--- config.mk ---
export PLATFORM = sky130hd
export DESIGN_NAME = frac_rate_counter
export DESIGN_NICKNAME = d
export VERILOG_FILES = /design/src/rtl/frc_pkg.sv /design/src/rtl/frc_ratio_regs.sv /design/src/rtl/frc_phase_acc.sv /design/src/rtl/frc_count.sv /design/src/rtl/frac_rate_counter.sv
export SDC_FILE = /design/constraint.sdc
export NUM_CORES = 1
export LEC_CHECK = 0
export BUFFER_PORTS_ARGS = -buffer_cell sky130_fd_sc_hd__buf_4
export CAP_MARGIN = 30
export CORE_MARGIN = 5
export CORE_UTILIZATION = 40
export CTS_CLUSTER_DIAMETER = 40
export CTS_CLUSTER_SIZE = 30
export DETAILED_ROUTE_END_ITERATION = 8
export SLEW_MARGIN = 0
export SYNTH_ARGS = -nofsm -noshare
export SYNTH_HDL_FRONTEND = slang
export SYNTH_SLANG_ARGS = --single-unit
--- constraint.sdc ---
create_clock -name clk -period 6.21 [get_ports clk]
set_clock_uncertainty 0.2 [all_clocks]
set_input_delay 0 -clock clk [delete_from_list [all_inputs] [get_ports clk]]
set_output_delay 0 -clock clk [all_outputs]
set_load 0.005 [all_outputs]
--- src/rtl/frc_pkg.sv ---
package frc_pkg;

    // Controller states of the phase accumulator
    typedef enum logic [1:0] {
        ST_SYNC = 2'd0,
        ST_RUN  = 2'd1,
        ST_HOLD = 2'd2
    } frc_state_e;

    // Default register geometry
    localparam int FRC_DATA_W  = 32;
    localparam int FRC_RATIO_W = 12;

endpackage

--- src/rtl/frc_ratio_regs.sv ---
module frc_ratio_regs #(
    parameter int DATA_W   = 32,
    parameter int ADDR_W   = 8,
    parameter int RATIO_W  = 12,
    parameter int STRAP_W  = 2,
    parameter logic [ADDR_W-1:0] NUM_OFFS = 'h10,
    parameter logic [ADDR_W-1:0] DEN_OFFS = 'h14,
    parameter int RST_NUM  = 4,
    parameter int RST_DEN  = 25,
    parameter int FB_NUM   = 75,
    parameter int FB_DEN   = 244
) (
    input  logic               clk,
    input  logic               rst_n,
    input  logic               wr_en,
    input  logic [ADDR_W-1:0]  wr_addr,
    input  logic [DATA_W-1:0]  wr_data,
    input  logic [STRAP_W-1:0] strap,
    output logic [RATIO_W-1:0] num_o,
    output logic [RATIO_W-1:0] den_o,
    output logic               ratio_ok_o,
    output logic               clr_o
);

    localparam logic [RATIO_W-1:0] FB_NUM_V  = RATIO_W'(FB_NUM);
    localparam logic [RATIO_W-1:0] FB_DEN_V  = RATIO_W'(FB_DEN);
    localparam logic [RATIO_W-1:0] RST_NUM_V = RATIO_W'(RST_NUM);
    localparam logic [RATIO_W-1:0] RST_DEN_V = RATIO_W'(RST_DEN);

    logic [RATIO_W-1:0] num_q;
    logic [RATIO_W-1:0] den_q;
    logic               fb_q;
    logic               fb_now;
    logic               hit_num;
    logic               hit_den;
    logic               unused_upper;

    assign hit_num      = wr_en && (wr_addr == NUM_OFFS);
    assign hit_den      = wr_en && (wr_addr == DEN_OFFS);
    assign fb_now       = |strap;
    assign unused_upper = ^wr_data[DATA_W-1:RATIO_W];

    always_ff @(posedge clk or negedge rst_n) begin
        if (!rst_n) begin
            num_q <= RST_NUM_V;
            den_q <= RST_DEN_V;
            fb_q  <= 1'b0;
        end else begin
            if (hit_num) num_q <= wr_data[RATIO_W-1:0];
            if (hit_den) den_q <= wr_data[RATIO_W-1:0];
            fb_q <= fb_now;
        end
    end

    // Phase clear coincides with the edge on which the ratio in force changes
    assign clr_o      = hit_num || hit_den || (fb_now != fb_q);
    assign num_o      = fb_q ? FB_NUM_V : num_q;
    assign den_o      = fb_q ? FB_DEN_V : den_q;
    assign ratio_ok_o = (den_o != '0) && (num_o <= den_o);


    other_addr_chk: assert property (@(posedge clk) disable iff (!rst_n)
        (wr_en && wr_addr != NUM_OFFS && wr_addr != DEN_OFFS)
            |=> ($stable(num_q) && $stable(den_q)));


    fallback_ratio_chk: assert property (@(posedge clk) disable iff (!rst_n)
        (|strap) |=> (num_o == FB_NUM_V && den_o == FB_DEN_V));

endmodule

--- src/rtl/frc_phase_acc.sv ---
module frc_phase_acc
    import frc_pkg::*;
#(
    parameter int RATIO_W = 12
) (
    input  logic               clk,
    input  logic               rst_n,
    input  logic               clr_i,
    input  logic               ratio_ok_i,
    input  logic [RATIO_W-1:0] num_i,
    input  logic [RATIO_W-1:0] den_i,
    output logic               step_o
);

    frc_state_e         state_q;
    frc_state_e         state_d;
    logic [RATIO_W-1:0] acc_q;
    logic [RATIO_W-1:0] acc_d;
    logic [RATIO_W:0]   sum;

    assign sum = {1'b0, acc_q} + {1'b0, num_i};

    // State register
    always_ff @(posedge clk or negedge rst_n) begin
        if (!rst_n) begin
            state_q <= ST_SYNC;
            acc_q   <= '0;
        end else begin
            state_q <= state_d;
            acc_q   <= acc_d;
        end
    end

    // Next state
    always_comb begin
        state_d = state_q;
        unique case (state_q)
            ST_SYNC: state_d = ratio_ok_i ? ST_RUN : ST_HOLD;
            ST_RUN:  state_d = ST_RUN;
            ST_HOLD: state_d = ST_HOLD;
            default: state_d = ST_SYNC;
        endcase
        if (clr_i) state_d = ST_SYNC;
    end

    // Outputs and remainder update
    always_comb begin
        step_o = 1'b0;
        acc_d  = acc_q;
        if (clr_i) begin
            acc_d = '0;
        end else begin
            unique case (state_q)
                ST_SYNC: acc_d = '0;
                ST_RUN: begin
                    if (sum >= {1'b0, den_i}) begin
                        step_o = 1'b1;
                        acc_d  = RATIO_W'(sum - {1'b0, den_i});
                    end else begin
                        acc_d  = RATIO_W'(sum);
                    end
                end
                ST_HOLD: acc_d = acc_q;
                default: acc_d = '0;
            endcase
        end
    end


    clr_now_chk: assert property (@(posedge clk) disable iff (!rst_n)
        clr_i |-> !step_o);


    clr_next_chk: assert property (@(posedge clk) disable iff (!rst_n)
        clr_i |=> !step_o);


    bad_ratio_chk: assert property (@(posedge clk) disable iff (!rst_n)
        !ratio_ok_i |-> !step_o);


    rem_bound_chk: assert property (@(posedge clk) disable iff (!rst_n)
        (state_q == ST_RUN) |-> (acc_q < den_i));

endmodule

--- src/rtl/frc_count.sv ---
module frc_count #(
    parameter int CNT_W = 64
) (
    input  logic             clk,
    input  logic             rst_n,
    input  logic             step_i,
    output logic [CNT_W-1:0] count_o,
    output logic             tick_o
);

    logic [CNT_W-1:0] count_q;
    logic             tick_q;

    always_ff @(posedge clk or negedge rst_n) begin
        if (!rst_n) begin
            count_q <= '0;
            tick_q  <= 1'b0;
        end else begin
            tick_q <= step_i;
            if (step_i) count_q <= count_q + CNT_W'(1);
        end
    end

    assign count_o = count_q;
    assign tick_o  = tick_q;


    step_tick_chk: assert property (@(posedge clk) disable iff (!rst_n)
        step_i |=> (tick_q && count_q == $past(count_q) + CNT_W'(1)));


    idle_still_chk: assert property (@(posedge clk) disable iff (!rst_n)
        !step_i |=> (!tick_q && $stable(count_q)));

endmodule

--- src/rtl/frac_rate_counter.sv ---
module frac_rate_counter
    import frc_pkg::*;
#(
    parameter int CNT_W   = 64,
    parameter int ADDR_W  = 8,
    parameter int DATA_W  = FRC_DATA_W,
    parameter int RATIO_W = FRC_RATIO_W,
    parameter int STRAP_W = 2,
    parameter logic [ADDR_W-1:0] NUM_OFFS = 'h10,
    parameter logic [ADDR_W-1:0] DEN_OFFS = 'h14,
    parameter int RST_NUM = 4,
    parameter int RST_DEN = 25,
    parameter int FB_NUM  = 75,
    parameter int FB_DEN  = 244
) (
    input  logic               clk,
    input  logic               rst_n,
    input  logic               wr_en,
    input  logic [ADDR_W-1:0]  wr_addr,
    input  logic [DATA_W-1:0]  wr_data,
    input  logic [STRAP_W-1:0] strap,
    output logic [CNT_W-1:0]   count,
    output logic               tick
);

    logic [RATIO_W-1:0] num_eff;
    logic [RATIO_W-1:0] den_eff;
    logic               ratio_ok;
    logic               phase_clr;
    logic               step;

    frc_ratio_regs #(
        .DATA_W  (DATA_W),
        .ADDR_W  (ADDR_W),
        .RATIO_W (RATIO_W),
        .STRAP_W (STRAP_W),
        .NUM_OFFS(NUM_OFFS),
        .DEN_OFFS(DEN_OFFS),
        .RST_NUM (RST_NUM),
        .RST_DEN (RST_DEN),
        .FB_NUM  (FB_NUM),
        .FB_DEN  (FB_DEN)
    ) u_regs (
        .clk       (clk),
        .rst_n     (rst_n),
        .wr_en     (wr_en),
        .wr_addr   (wr_addr),
        .wr_data   (wr_data),
        .strap     (strap),
        .num_o     (num_eff),
        .den_o     (den_eff),
        .ratio_ok_o(ratio_ok),
        .clr_o     (phase_clr)
    );

    frc_phase_acc #(
        .RATIO_W(RATIO_W)
    ) u_acc (
        .clk       (clk),
        .rst_n     (rst_n),
        .clr_i     (phase_clr),
        .ratio_ok_i(ratio_ok),
        .num_i     (num_eff),
        .den_i     (den_eff),
        .step_o    (step)
    );

    frc_count #(
        .CNT_W(CNT_W)
    ) u_count (
        .clk    (clk),
        .rst_n  (rst_n),
        .step_i (step),
        .count_o(count),
        .tick_o (tick)
    );

endmodule

==> flow_summary_export.csv <==
group,metric,value,unit
synthesis,yosysUniqueCellTypes,60,
clocking,clockRootBuffer,"clkbuf_16",
synthesis,avgSynthCellArea,9.802,um2
worst_hold_path,min_from,"wr_addr[7]",
power,p_leak,3.671,nW
timing,final.period_utilization,92.19,%
route,dr.pass1.iters,5,
grt,grt_start_max_net_pins,62,
power,power,2.194,mW
final_layout,drive_above_1_share,20.93,%
setup_path,reg2reg_from,"u_regs.fb_q",
synthesis,synthArstFlopShare,100.0,%
synthesis,synth_area,6440,um2
clocking,cts_tree,"yes",
floorplanning,io_pins,110,
timing,grt_setup_unrepaired,"false",
setup_path,required,6.25,ns
placement,portBuffers,89,
final_layout,fin_nets,831,
setup_path,rr_endpoint,"u_count.count_o[1]",
clocking,cts.sinks,104,
route,avgViaCountPerCell,5.540,
synthesis,synthAdderAreaFrac,7.228,%
setup_path,ff2ff_setup_slack,0.48,ns
synthesis,syn_inst,657,
floorplanning,fp-row-count,46,
setup_path,worstSetupPathType,"reg -> reg",
timing,setup_total_negative_slack,0,ns
route,drtIter0Drc,421,
grt,grtUsageTotal,18.39,%
grt,grt_pass1_wl,27580,um
setup_path,critPathCaptureType,"flop",
clocking,clk_pin_slew,0.08,ns
synthesis,yosys_warnings,0,
timing,min_period,5.725,ns
route,antenna_left,0,
synthesis,ys_ff_latch,104,
route,vias,5379,
worst_hold_path,hold_class,"in -> reg",
final_layout,antenna_cells,0,
grt,grt_antenna_before_repair,0,
floorplanning,design.core.area,15830,um2
setup_path,cp_max_fo,51,
synthesis,synth_xor_area_share,11.56,%
power,cellPowerDensity,281.6,nW/um2
synthesis,synth_top_family_by_area,"simple AND/OR/NAND/NOR gates",
run,cap_violations,0,
floorplanning,die_w,136.9,um
worst_hold_path,hold_depth,5,
setup_path,cp_slowest_cell,"o311ai_0",
run_status,status,"finished clean",
synthesis,yosysTopAreaCell,"dfrtp_1",
floorplanning,dieHeight,136.9,um
route,wl,16430,um
synthesis,synth_edf_count,0,
synthesis,yosysTopAreaCellShare,38.86,%
timing,finalSetupViolCount,0,
clocking,cts_buffer_depth,2,
timing,slew_headroom,33.47,%
grt,grt_pass1_vias,5338,
placement,dp_hpwl,11810,um
timing,worst_slew_pin_slew,0.9925,ns
timing,clock.fmax,174.7,MHz
floorplanning,dieArea,18740,um2
synthesis,synth_compound_area_share,7.364,%
setup_path,critPathMaxStageDelay,0.60,ns
worst_hold_path,whs_endpoint,"u_acc.state_q[1]",
synthesis,muxShareOfSynthArea,4.527,%
grt,grt-ovfl-total,0,
clocking,insertion_delay,0.35,ns
synthesis,syn_nets,738,
placement,place_congestion,0.8443,
synthesis,ys_seq_area_share,40.49,%
synthesis,netlist_top_cells_area,"dfrtp_1, xnor2_1, ha_1",
power,irDropWorstVdd,0.1768,mV
setup_path,cp_cell_sequence,"or2_2 > ha_1 > inv_1 > fa_1 > and3b_1 > a311oi_4 > nor2_2 > a311oi_2 > nor2_1 > o311ai_0 > ha_1 > a21oi_1 > nor2b_1 > a2111oi_0 > o21ai_0 > a41oi_4 > buf_12 > nor2_1 > mux2_2",
route,wl_per_cell,16.92,um
route,drc,0,
final_layout,syn2layout_area_growth,20.96,%
floorplanning,start_util,40.69,%
setup_path,start_kind,"flop",
setup_path,r2r_cells,19,
timing,finalHoldViolCount,0,
synthesis,yosys.area_share.simple,24.69,%
synthesis,synth_ff_type,"dfrtp_1",
timing,report.final.slew_viol_count,0,
clocking,cts_setup_buffers,0,
setup_path,cp.arrival,5.77,ns
clocking,htree_levels,3,
clocking,cts_inserted_buffers,9,
## cells in the final DEF (no fill, tap or decap), drive strengths merged, types with 3 or more instances in the layout
cell type	n
a2111oi	3
a211oi	4
a21o	7
a21oi	10
a311oi	3
a31oi	3
and2	9
and3	13
and4	10
buf	98
clkbuf	11
clkinv	3
dfrtp	100
dfstp	4
dlygate4sd3	21
ha	34
inv	20
mux2	25
nand2	54
nand2b	7
nand3	50
nand4	36
nor2	25
nor2b	15
nor3	10
nor4	32
o21a	3
o21ai	14
or2	6
or3	4
or4	12
xnor2	49
xor2	36
## layer usage
metal / global-route usage, % / part of all wire, % / wire length [um] / up-vias
met4: 5.488 / 1.5 / 247 / 0
met3: 2.684 / 4.4 / 730 / 15
met5: 0 / 0 / 0 / -
li1: - / - / - / 2571
met1: 25.46 / 46 / 7571 / 2659
met2: 29.96 / 48 / 7884 / 134
## cell usage after synthesis, drive strengths merged (14+ instances only)
master,count
nor4,32
clkbuf,20
mux2,25
nor2b,15
inv,18
xnor2,49
nand3,50
o21ai,14
nand2,54
ha,34
nand4,36
dfrtp,100
xor2,36
nor2,25
buf,17
## sequential cells by signal, summed over array words and instances, names as in the netlist
| signal | cells |
|---|---|
| u_regs.num_q | 12 |
| u_regs.fb_q | 1 |
| u_regs.den_q | 12 |
| u_acc.acc_q | 12 |
| u_count.tick_o | 1 |
| u_count.count_o | 64 |
| u_acc.state_q | 2 |
## worst max-delay path: cells and delay by family, from the launching register on
kind / cells / cell delay (ns)
buffers and inverters: 2 / 0.35
AND/OR/NAND/NOR: 6 / 1.02
adder cells (fa/ha/maj): 3 / 0.85
flip-flops: 1 / 0.52
multiplexers: 1 / 0.30
AO/OA/AOI/OAI: 7 / 2.38
## where the power goes
part	switching [mW]	internal, mW
Combinational	0.547	0.302
Sequential	0.0437	0.724
Clock	0.276	0.301
## stage by stage
step           hold slack, ns  util (%)  cell area [um2]  setup slack [ns]  cells
5_1_grt               0.08115     49.22             7790            0.1964    971
3_3_place_gp          -0.1666     45.92             7268            0.5791    933
4_1_cts               0.01661     49.22             7790            0.4952    971
2_1_floorplan         -0.4956         -             6440             1.192    657
6_report              0.04157     49.22             7790            0.4849    971
3_5_place_dp          -0.1571     45.99             7279            0.5080    934
## repair_timing
item / in CTS / in global routing
resized for setup: 0 / 0
hold buffers: 21 / 0
hold endpoints to repair: 69 / 0
## kinds of logic (layout without fill, tap and decap cells)
group	after synthesis	in the layout
adder cells (fa/ha/maj)	36	36
AND/OR/NAND/NOR	287	287
XOR/XNOR	85	85
AO/OA/AOI/OAI	64	64
flip-flops	104	104
buffers and inverters	55	153
multiplexers	26	26
## area by class of cell
| cell class | count | area [um2] |
|---|---|---|
| Sequential cell | 104 | 2608 |
| Tap cell | 216 | 270.3 |
| Fill cell | 1474 | 8038 |
| Inverter | 18 | 67.56 |
| Timing Repair Buffer | 119 | 962.2 |
| Clock buffer | 11 | 252.7 |
| Multi-Input combinational cell | 498 | 3582 |
| Clock inverter | 5 | 47.55 |
## worst max path at each step
stage | slack, ns | cells after the start | endpoint | start
floorplan | 1.19 | 22 | u_acc.acc_q[1] | u_regs.fb_q
global placement | 0.58 | 19 | u_count.count_o[1] | u_regs.fb_q
detailed placement | 0.51 | 19 | u_count.count_o[1] | u_regs.fb_q
CTS | 0.50 | 19 | u_acc.acc_q[2] | u_regs.fb_q
global route | 0.20 | 19 | u_acc.acc_q[2] | u_regs.fb_q
finish | 0.48 | 19 | u_count.count_o[1] | u_regs.fb_q
(Power assumes the default switching activity.)
